[config.mk]
export PLATFORM = sky130hd
export DESIGN_NAME = dualkey_hold_reset
export DESIGN_NICKNAME = d
export VERILOG_FILES = /design/src/rtl/dkr_pkg.sv /design/src/rtl/dkr_sync.sv /design/src/rtl/dkr_hold_timer.sv /design/src/rtl/dkr_fsm.sv /design/src/rtl/dualkey_hold_reset.sv
export SDC_FILE = /design/constraint.sdc
export NUM_CORES = 1
export LEC_CHECK = 0
export ABC_AREA = 1
export CAP_MARGIN = 10
export CORE_ASPECT_RATIO = 0.9
export CORE_MARGIN = 2
export CORE_UTILIZATION = 30
export CTS_CLUSTER_DIAMETER = 40
export DETAILED_ROUTE_END_ITERATION = 8
export HOLD_SLACK_MARGIN = 0.03
export SLEW_MARGIN = 25
export SYNTH_ARGS = -nofsm -noshare
export SYNTH_HDL_FRONTEND = slang
export SYNTH_HIERARCHICAL = 1
export SYNTH_SLANG_ARGS = --single-unit
[constraint.sdc]
create_clock -name clk -period 2.3 [get_ports clk]
set_input_delay 0.23 -clock clk [delete_from_list [all_inputs] [get_ports clk]]
set_output_delay 0.23 -clock clk [all_outputs]
set_load 0.02 [all_outputs]
[src/rtl/dkr_pkg.sv]
package dkr_pkg;

    // Controller states of the long-press reset generator
    typedef enum logic [1:0] {
        ST_OFF   = 2'd0,   // supply not good, everything held released
        ST_IDLE  = 2'd1,   // waiting for a joint press
        ST_ARMED = 2'd2,   // both buttons down, timer running
        ST_FIRED = 2'd3    // reset asserted until a release
    } dkr_state_e;

    // Cycles in a delay given in tenths of a second
    function automatic longint dkr_cycles(input longint hz, input longint tenths);
        return (hz * tenths) / 10;
    endfunction

endpackage

[src/rtl/dkr_sync.sv]
module dkr_sync #(
    parameter int          WIDTH   = 4,
    parameter logic [WIDTH-1:0] RST_VAL = '0
) (
    input  logic             clk,
    input  logic             rst_n,
    input  logic [WIDTH-1:0] d_async,
    output logic [WIDTH-1:0] q_sync
);

    // One independent two-flop chain per bit, each with its own idle level
    for (genvar b = 0; b < WIDTH; b++) begin : g_bit
        logic meta_q;
        logic stab_q;

        always_ff @(posedge clk or negedge rst_n) begin
            if (!rst_n) begin
                meta_q <= RST_VAL[b];
                stab_q <= RST_VAL[b];
            end else begin
                meta_q <= d_async[b];
                stab_q <= meta_q;
            end
        end

        assign q_sync[b] = stab_q;
    end

endmodule

[src/rtl/dkr_hold_timer.sv]
module dkr_hold_timer #(
    parameter int              CNT_W   = 8,
    parameter logic [CNT_W-1:0] SHORT_V = 8'd60,
    parameter logic [CNT_W-1:0] LONG_V  = 8'd100
) (
    input  logic             clk,
    input  logic             rst_n,
    input  logic             run,       // joint press qualified by supply
    input  logic             sel_long,  // live threshold select
    output logic [CNT_W-1:0] cnt,
    output logic             done
);

    logic [CNT_W-1:0] cnt_q;
    logic [CNT_W-1:0] thr_cur;
    logic             at_cap;

    // Threshold follows the select every cycle; the count is never restarted by it
    assign thr_cur = sel_long ? LONG_V : SHORT_V;
    assign at_cap  = (cnt_q == LONG_V);

    always_ff @(posedge clk or negedge rst_n) begin
        if (!rst_n) begin
            cnt_q <= '0;
        end else if (!run) begin
            cnt_q <= '0;
        end else if (!at_cap) begin
            cnt_q <= cnt_q + 1'b1;
        end
    end

    assign cnt  = cnt_q;
    assign done = (cnt_q >= thr_cur);

endmodule

[src/rtl/dkr_fsm.sv]
module dkr_fsm
    import dkr_pkg::*;
(
    input  logic       clk,
    input  logic       rst_n,
    input  logic       sup_ok,
    input  logic       pressed,   // both buttons down (synchronised)
    input  logic       done,      // hold count reached threshold
    output dkr_state_e state,
    output logic       fire,
    output logic       held
);

    dkr_state_e state_q;
    dkr_state_e state_nx;

    // State register
    always_ff @(posedge clk or negedge rst_n) begin
        if (!rst_n) begin
            state_q <= ST_OFF;
        end else begin
            state_q <= state_nx;
        end
    end

    // Next-state logic; loss of supply overrides every other transition
    always_comb begin
        state_nx = state_q;
        if (!sup_ok) begin
            state_nx = ST_OFF;
        end else begin
            unique case (state_q)
                ST_OFF:   state_nx = pressed ? ST_ARMED : ST_IDLE;
                ST_IDLE:  if (pressed) state_nx = ST_ARMED;
                ST_ARMED: begin
                    if (!pressed)  state_nx = ST_IDLE;
                    else if (done) state_nx = ST_FIRED;
                end
                ST_FIRED: if (!pressed) state_nx = ST_IDLE;
                default:  state_nx = ST_OFF;
            endcase
        end
    end

    // Output decode
    always_comb begin
        fire = 1'b0;
        held = 1'b0;
        unique case (state_q)
            ST_OFF:   ;
            ST_IDLE:  ;
            ST_ARMED: held = 1'b1;
            ST_FIRED: begin
                held = 1'b1;
                fire = 1'b1;
            end
            default:  ;
        endcase
    end

    assign state = state_q;

endmodule

[src/rtl/dualkey_hold_reset.sv]
module dualkey_hold_reset
    import dkr_pkg::*;
#(
    parameter int unsigned CLK_HZ       = 32_000_000,
    parameter int unsigned SHORT_TENTHS = 75,
    parameter int unsigned LONG_TENTHS  = 125
) (
    input  logic clk,
    input  logic rst_n,
    input  logic key0_n,
    input  logic key1_n,
    input  logic dly_sel,
    input  logic supply_ok,
    output logic rst_out_n,
    output logic rst_out,
    output logic both_held
);

    localparam longint SHORT_CYC = dkr_cycles(longint'(CLK_HZ), longint'(SHORT_TENTHS));
    localparam longint LONG_CYC  = dkr_cycles(longint'(CLK_HZ), longint'(LONG_TENTHS));
    localparam int     CNT_W     = $clog2(LONG_CYC + 1);
    localparam logic [CNT_W-1:0] SHORT_V = CNT_W'(SHORT_CYC);
    localparam logic [CNT_W-1:0] LONG_V  = CNT_W'(LONG_CYC);

    // Synchronised bit order: {select, supply, key1, key0}; idle levels released / supply bad
    localparam int          SYNC_W   = 4;
    localparam logic [SYNC_W-1:0] SYNC_IDLE = 4'b0011;

    logic [SYNC_W-1:0] raw_in;
    logic [SYNC_W-1:0] syn;
    logic              k0_s, k1_s, sup_s, sel_s;
    logic              both_s;
    logic              pressed_ok;
    logic [CNT_W-1:0]  hold_cnt;
    logic              hold_done;
    dkr_state_e        ctl_state;
    logic              fire;
    logic              held;

    assign raw_in = {dly_sel, supply_ok, key1_n, key0_n};

    dkr_sync #(
        .WIDTH   (SYNC_W),
        .RST_VAL (SYNC_IDLE)
    ) u_sync (
        .clk     (clk),
        .rst_n   (rst_n),
        .d_async (raw_in),
        .q_sync  (syn)
    );

    assign k0_s       = syn[0];
    assign k1_s       = syn[1];
    assign sup_s      = syn[2];
    assign sel_s      = syn[3];
    assign both_s     = !k0_s && !k1_s;
    assign pressed_ok = both_s && sup_s;

    dkr_hold_timer #(
        .CNT_W   (CNT_W),
        .SHORT_V (SHORT_V),
        .LONG_V  (LONG_V)
    ) u_timer (
        .clk      (clk),
        .rst_n    (rst_n),
        .run      (pressed_ok),
        .sel_long (sel_s),
        .cnt      (hold_cnt),
        .done     (hold_done)
    );

    dkr_fsm u_fsm (
        .clk     (clk),
        .rst_n   (rst_n),
        .sup_ok  (sup_s),
        .pressed (both_s),
        .done    (hold_done),
        .state   (ctl_state),
        .fire    (fire),
        .held    (held)
    );

    assign rst_out   = fire;
    assign rst_out_n = !fire;
    assign both_held = held;

endmodule

After elaboration in Yosys (flattened, before gate mapping)
Index checks and enable logic that the tools add are counted.
{ "word_totals": {"ff_bits": 39, "out_inout_bits": 3} }
{ "op_classes": {"addsub": 1, "n_lt_le_gt_ge": 1, "eq_ne": 8, "muxes": 12, "n_reduce_logical": 8} }
{ "ops": {"columns": ["op", "count"], "rows": [
  ["2-to-1 mux 29 bit", 3],
  ["adder 29 x 1 -> 29 bit (second input constant)", 1],
  ["== test 29 bit (second input constant)", 1],
  ["greater-or-equal comparator 29 bit", 1],
  ["2-to-1 mux 2 bit", 6],
  ["one-hot mux 2 bit (4 select lines)", 1],
  ["!= test 3 bit (second input constant)", 2],
  ["== test 2 bit (second input constant)", 2],
  ["!= test 4 bit (second input constant)", 1],
  ["zero test 1 bit", 3],
  ["AND reduction 3 bit", 1],
  ["== test 2 x 1 -> 1 bit (second input constant)", 1],
  ["logical AND 1 bit", 2],
  ["zero test 2 bit", 1],
  ["2-to-1 mux 1 bit", 2],
  ["!= test 2 bit (second input constant)", 1],
  ["OR reduction 2 bit", 1]
]} }

Depth between registers and ports, before layout
Gate-level depths: netlist (run 1).
{ "logic_depth": {"word_depth": 6, "ltp_mapped": 13} }

By module
Netlist (run 1), hierarchy kept.
{ "modules_own_cells": {"columns": ["module", "instances", "cells_per_inst", "area_per_inst_um2"], "rows": [
  ["dkr_hold_timer", 1, 314, 2098.3],
  ["dkr_sync", 1, 12, 235.2],
  ["dkr_fsm", 1, 11, 85.1],
  ["dualkey_hold_reset", 1, 7, 31.3]
]} }

Least setup slack after synthesis (run 1)
Ideal clock, no wire load.
{ "synth_path": {"path_type": "reg2reg", "start": "reg u_sync.g_bit[3].stab_q", "end": "reg u_fsm.state_q[0] (netlist: u_fsm/state[0])", "setup_ns": 0.113, "arrival_time_ns": 1.457, "slack_ns": 0.730, "path_stages_with_launch": 14, "cell_sequence": "dfrtp_1 buf_4 inv_1 ha_1 a21oi_1 o21ai_0 nand2_1 nand2_1 nand2_1 nand3_1 nand2_1 nand3_1 nand2_1 inv_1"} }
{ "synth_via": {"elab_chain_len": 4} }
{ "synth_lines": {"columns": ["element", "line_no", "source"], "rows": [
  ["start: declaration", "dkr_sync.sv:14", "logic stab_q;"],
  ["start signal: assignment", "dkr_sync.sv:19", "stab_q <= RST_VAL[b];"],
  ["start signal: assignment", "dkr_sync.sv:22", "stab_q <= meta_q;"],
  ["2-to-1 mux 29 bit", "dkr_hold_timer.sv:19", "assign thr_cur = sel_long ? LONG_V : SHORT_V;"],
  ["greater-or-equal comparator 29 bit", "dkr_hold_timer.sv:33", "assign done = (cnt_q >= thr_cur);"],
  ["net hold_done", "dualkey_hold_reset.sv:35", "logic hold_done;"],
  ["!= test 4 bit (no line)", null, null],
  ["AND reduction 3 bit (no line)", null, null],
  ["end signal: assignment", "dkr_fsm.sv:22", "state_q <= state_nx;"],
  ["end: declaration", "dkr_fsm.sv:14", "dkr_state_e state_q;"]
]} }
The timed path passes the listed nets, and every way through them passes these cells.
A chain may end at the register's enable or synchronous reset.

Final worst setup path (run 1)
{ "layout_path": {"start": "reg u_fsm.state_q[1] (netlist: u_fsm/state[1])", "end": "out rst_out_n"} }
{ "layout_via": {"elab_chain_len": 3} }
{ "layout_lines": {"columns": ["element", "line_no", "source"], "rows": [
  ["== test 2 bit", "dkr_fsm.sv:49", "unique case (state_q)"],
  ["2-to-1 mux 1 bit", "dkr_fsm.sv:49", null],
  ["zero test 1 bit", "dualkey_hold_reset.sv:84", "assign rst_out_n = !fire;"],
  ["end: declaration", "dualkey_hold_reset.sv:14", "output logic rst_out_n,"]
]} }
Every way passes these cells.

==> reports/results.txt, run 1 <==
crit end category = primary output
worst r2r src = u_sync/g_bit[3].stab_q
initial antenna violation count = 0
layout cell share with drive strength beyond 1 = 0.1048
dominant cell type by area after synthesis = dfrtp_1
EDFF count, synth = 0
Ys Warns = 6
1st-iter DRT viols = 132
final-layout fill cell count = 861
vias in the first global route = 2,071
final setup fails = 0
top cell type's share of synthesized area = 0.3575
power consumption = 1.486 mW
Clock transition at path regs = 0.09 ns
Num CTS Buffers = 5
Synth Area in Adders = 0.06129
Most used DFF post-synth = dfrtp_1
Post-CTS Resized = 0
Finished Core Util = 0.3431
syn nets = 362
Slew Limit Fails = 0
largest family of logic cells by synthesized area = simple AND/OR/NAND/NOR gates
Core Box Area = 0.007990 mm^2
post-place setup slack = 0.6281 ns
Max Clock Skew = 0.006304 ns
R2R Setup Slk = 0.60 ns
Worst Slack Setup Final = 0.5830 ns
synth unique cells = 27
Least-Margin Pin Slew = 0.8647 ns
r2r endpoint = u_fsm/state[0]
Max Clock Freq = 582.4 MHz
Seq/Total Area, Yosys = 0.4004
static leakage = 1.208 nW
largest net degree at the start of global routing = 40
Final Critical Period = 1.717 ns
CP max-delay cell = clkdlybuf4s50_1
top post-synthesis cells by area = dfrtp_1 (36%), nand2_1 (15%), nor2_1 (10%)
IO Port Bufs = 8
Post-CTS Setup Bufs = 0
Crit Path Class = reg2out
period utilisation layout = 0.7465
CP most frequent cell = inv_1
Via Count = 2,107
status = finished clean
placer congestion estimate = 0.9731
DRC = 0
Detailed Routing Iterations Pass 1 = 4
register bit count reported by yosys = 39
dpl hpwl = 4.230 mm
crit-path cells = nand2_1 > inv_1 > inv_1 > clkdlybuf4s50_1
first-pass GRT wire length = 9.425 mm
P&R area growth vs syn = 11.90%
clk_lat worst skew = 0.31 ns
reg2reg path depth = 12
DR vias/cell = 4.662
flip-flop and latch area = 980.9 um^2
H-tree depth = 2
Fin Setup TNS = 0 ns
Clock Sinks = 39
mux cell area share after synthesis = 0
height of the chip = 89.73 um
# rows = 31
Initial Utilization = 0.3066
Die ar. = 0.008906 mm^2
Arr. time, crit path = 1.49 ns
Async S/R FF share, synth = 1.000
unrepaired setup endpoints after global routing = false
grt ovf = 0
Antenna Cells = 0
compound-cell area share of the yosys netlist = 0.05618
Post-Synth XOR/XNOR Area = 0.01430
HP Class = in2async
Mapped Cells = 344
multi-input logic area = 0.001256 mm^2
Die W = 99.26 um
crit path max fanout = 3
Setup crit start kind = flop
Fin. Hold Viols = 0
Net count, final = 370
MaxCap Viol Count = 0
post-synthesis average cell area = 7.122 um^2
CP peak stage delay = 0.59 ns
worst vdd ir = 0.3117 mV
Detailed Route WL = 5.608 mm
P per Cell Area = 541.9 mW/mm^2
wire per inst = 12.41 um
gr usage total = 0.1328
post-detailed-route count of antenna-violating nets = 0
TritonCTS clock tree = built
clk root buf = clkbuf_8
Post-Synth Simple-Gate Area = 0.3810
# IOs = 9
Rel. slew slack = 0.4236
worst endpoint required time = 2.07 ns
Post-Syn Area = 0.002450 mm^2
clk buf depth = 2
Post-CTS Hold Fix Bufs = 0
## cells by family (layout without fill, tap and decap cells)
group                    count (synthesis)  in the layout
adder cells (fa/ha/maj)                 12             12
AND/OR/NAND/NOR                        212            212
XOR/XNOR                                 4              4
flip-flops                              39             39
buffers and inverters                   50             59
AO/OA/AOI/OAI                           27             27
## cells in the mapped netlist, types with 2 or more instances
library cell	number
nor2_4	6
o21ai_0	8
nand2_1	99
ha_1	12
clkbuf_1	3
nand2_2	6
xnor2_1	3
nor2_2	5
dfstp_2	4
nor3_1	3
inv_2	3
inv_1	39
o21ai_1	3
nand3_1	18
dfrtp_1	35
and2_1	2
nand4_1	4
nor2_1	65
buf_4	4
a21oi_1	15
## placed cells by master (no fill, tap or decap), types with 2 or more instances in the layout
cell type	Yosys	layout
nand2_1	99	99
nor2_1	65	65
inv_1	39	39
dfrtp_1	35	35
nand3_1	18	18
a21oi_1	15	15
ha_1	12	12
o21ai_0	8	8
clkdlybuf4s50_1	0	7
nand2_2	6	6
nor2_4	6	6
nor2_2	5	5
clkbuf_8	1	5
dfstp_2	4	4
nand4_1	4	4
inv_2	3	3
nor3_1	3	3
o21ai_1	3	3
xnor2_1	3	3
bufinv_16	0	2
and2_1	2	2
## registers in the layout, indices dropped and copies added, names as in the netlist
signal               flops
u_fsm/state              2
u_sync/g_bit.meta_q      4
u_sync/g_bit.stab_q      4
u_timer/cnt             29
## critical path, delay by kind of cell, from the launching register on
kind                   cells  cell delay (ns)
buffers and inverters      3             0.69
DFF                        1             0.41
and+or+nand+nor            1             0.09
## final cells by class
type / count / share of cell area
Timing Repair Buffer: 9 / 0.03012
Inverter: 42 / 0.05751
Tap cell: 99 / 0.04518
Clock buffer: 5 / 0.02510
Multi-Input combinational cell: 255 / 0.4582
Sequential cell: 39 / 0.3578
Clock inverter: 3 / 0.02602
## how the worst max path moves through the flow
stage          cells past startpoint  slack [ns]        endpoint                    from
2_1_floorplan                     13        0.73  u_fsm/state[0]  u_sync/g_bit[3].stab_q
4_1_cts                            4        0.57       rst_out_n          u_fsm/state[1]
3_3_place_gp                      12        0.70  u_fsm/state[0]  u_sync/g_bit[3].stab_q
3_5_place_dp                      12        0.63  u_fsm/state[0]  u_sync/g_bit[3].stab_q
5_1_grt                           12        0.40  u_fsm/state[0]  u_sync/g_bit[3].stab_q
6_report                           4        0.58       rst_out_n          u_fsm/state[1]
## power breakdown
part	total, mW	internal (mW)	switching [mW]	leakage (nW)
Combinational	0.0565	0.0189	0.0376	0.618
Clock	0.726	0.441	0.285	0.0703
Sequential	0.703	0.698	0.00557	0.519
Total	1.49	1.16	0.328	1.21
## through the flow
step	area, um^2	cells	hold WS (ns)
floorplan	2450	344	-0.06559
global placement	2601	444	0.3347
detailed placement	2601	444	0.3347
CTS	2741	452	0.07424
global route	2741	452	0.1231
finish	2741	452	0.02871
## layer usage
| layer | vias up | wire (um) | track usage | share of wire |
|---|---|---|---|---|
| li1 | 1075 | - | - | - |
| met1 | 988 | 2767 | 0.1712 | 0.49 |
| met2 | 36 | 2596 | 0.2275 | 0.46 |
| met3 | 8 | 178 | 0.02955 | 0.032 |
| met4 | 0 | 65 | 0.02854 | 0.012 |
| met5 | - | 0 | 0 | 0 |
Note: power is estimated with default switching activity, not from simulation.
==> run 2: changes to the inputs <==
Clock period 2.3 ns to 1.8 ns, I/O delays scaled along.
==> reports/results.txt, run 2 (synthesized netlist as in run 1, its figures left out) <==
Clock transition at path regs = 0.08 ns (was 0.09 ns)
Worst Slack Setup Final = 0.1553 ns (was 0.5830 ns)
Clock Sinks = 39 (unchanged)
Slew Limit Fails = 0 (unchanged)
Hold Path Sink = u_sync/g_bit[0].meta_q
Crit Path Class = reg2out (unchanged)
layout cell share with drive strength beyond 1 = 0.1152 (was 0.1048)
DRC = 0 (unchanged)
MaxCap Viol Count = 0 (unchanged)
post-detailed-route count of antenna-violating nets = 0 (unchanged)
status = finished clean (unchanged)
wire per inst = 11.88 um (was 12.41 um)
Die W = 99.26 um (unchanged)
crit end category = primary output (unchanged)
Arr. time, crit path = 1.46 ns (was 1.49 ns)
period utilisation layout = 0.9137
Setup crit start kind = flop (unchanged)
TritonCTS clock tree = built (unchanged)
DP Area = 0.002629 mm^2 (was 0.002601 mm^2)
Rel. slew slack = 0.6964 (was 0.4236)
gr usage total = 0.1323 (was 0.1328)
first-pass GRT wire length = 9.535 mm (was 9.425 mm)
reg2reg path depth = 12 (unchanged)
Detailed Routing Iterations Pass 1 = 4 (unchanged)
Antenna Cells = 0 (unchanged)
Fin Setup TNS = 0 ns (unchanged)
Max Clock Freq = 608.0 MHz
clk root buf = clkbuf_8 (unchanged)
min-delay src = key0_n
clk_lat worst skew = 0.29 ns (was 0.31 ns)
initial antenna violation count = 0 (unchanged)
Die ar. = 0.008906 mm^2 (unchanged)
worst vdd ir = 0.4868 mV (was 0.3117 mV)
# rows = 31 (unchanged)
largest net degree at the start of global routing = 22 (was 40)
grt ovf = 0 (unchanged)
static leakage = 1.216 nW (was 1.208 nW)
# IOs = 9 (unchanged)
final setup fails = 0 (unchanged)
Via Count = 2,084 (was 2,107)
Core Box Area = 0.007990 mm^2 (unchanged)
Detailed Route WL = 5.404 mm (was 5.608 mm)
P per Cell Area = 639.9 mW/mm^2 (was 541.9 mW/mm^2)
Final Critical Period = 1.645 ns
power consumption = 1.767 mW (was 1.486 mW)
H-tree depth = 2 (unchanged)
R2R Setup Slk = 0.19 ns (was 0.60 ns)
P&R area growth vs syn = 12.72% (was 11.90%)
CP peak stage delay = 0.59 ns (about the same)
Hold Slack = 0.2897 ns (was 0.02871 ns)
Initial Utilization = 0.3066 (unchanged)
commonest non-fill, non-tap cell in the layout = nand2_1 (unchanged)
worst endpoint required time = 1.62 ns (was 2.07 ns)
Least-Margin Pin Slew = 0.4553 ns (was 0.8647 ns)
Fin. Hold Viols = 0 (unchanged)
CP most frequent cell = inv_1 (unchanged)
Net count, final = 373 (was 370)
worst r2r src = u_sync/g_bit[3].stab_q (unchanged)
Num CTS Buffers = 5 (unchanged)
CP max-delay cell = clkdlybuf4s50_1 (unchanged)
Max Clock Skew = 0.005382 ns (was 0.006304 ns)
unrepaired setup endpoints after global routing = false (unchanged)
max reg flops = 29 (unchanged)
post-place setup slack = 0.08570 ns (was 0.6281 ns)
crit path max fanout = 3 (unchanged)
r2r endpoint = u_fsm/state[0] (unchanged)
vias in the first global route = 2,013 (was 2,071)
height of the chip = 89.73 um (unchanged)
crit-path cells = nand2_1 > inv_1 > inv_1 > clkdlybuf4s50_1 (unchanged)
DR vias/cell = 4.580 (was 4.662)
IO Port Bufs = 8 (unchanged)
placer congestion estimate = 0.9500 (was 0.9731)
commonest cells after routing, fill and taps aside = nand2_1 (99), nor2_1 (65), inv_1 (38), dfrtp_1 (34), nand3_1 (18) (was nand2_1 (99), nor2_1 (65), inv_1 (39), dfrtp_1 (35), nand3_1 (18))
Finished Cell Area = 0.002761 mm^2 (was 0.002741 mm^2)
HP Class = in2reg (was in2async)
clk buf depth = 2 (unchanged)
dpl hpwl = 4.242 mm (was 4.230 mm)
1st-iter DRT viols = 115 (was 132)
hold path cells = 1
-- run 2: worst max path at each step --
| stage | from | end |
|---|---|---|
| floorplan | u_sync/g_bit[3].stab_q | u_fsm/state[0] |
| global placement | u_sync/g_bit[3].stab_q | u_fsm/state[0] |
| detailed placement | u_sync/g_bit[3].stab_q | u_fsm/state[0] |
| CTS | u_sync/g_bit[3].stab_q | u_fsm/state[0] |
| global route | u_sync/g_bit[3].stab_q | u_fsm/state[0] |
| finish | u_fsm/state[1] | rst_out_n |
-- run 2: where the power goes --
group          total, mW  leakage (nW)  internal (mW)  switching [mW]
Clock              0.788        0.0618          0.456           0.332
Combinational     0.0801         0.636         0.0310          0.0491
Sequential         0.899         0.518          0.892         0.00703
-- run 2: worst max-delay path: cells and delay by family, from the launching register on --
family / cells / cell delay (ns)
buffers and inverters: 3 / 0.69
flip-flops: 1 / 0.40
AND/OR/NAND/NOR: 1 / 0.08
-- run 2: final cells by class --
type,count,area [um^2]
Timing Repair Buffer,12,120.1
Clock buffer,6,82.58
Tap cell,99,123.9
Inverter,42,157.7
Fill cell,838,5229
Sequential cell,39,982.2
Clock inverter,2,38.79
Multi-Input combinational cell,255,1256
-- run 2: routing by layer --
metal / vias to the layer above / part of all wire / track usage
met5: - / 0 / 0
met1: 957 / 0.49 / 0.1859
met2: 35 / 0.45 / 0.2173
li1: 1088 / - / -
met3: 4 / 0.051 / 0.02333
met4: 0 / 0.0033 / 0.02055
-- run 2: what timing repair did --
item	4_1_cts	5_1_grt
gates resized for setup	0	2
endpoints found under the hold margin	17	0
hold buffers	1	0
endpoints found under the setup margin	0	1
buffers inserted	0	0
-- run 2: per-stage QoR --
step,cells,utilization
floorplan,344,-
global placement,446,0.3290
detailed placement,446,0.3290
CTS,455,0.3454
global route,455,0.3456
finish,455,0.3456
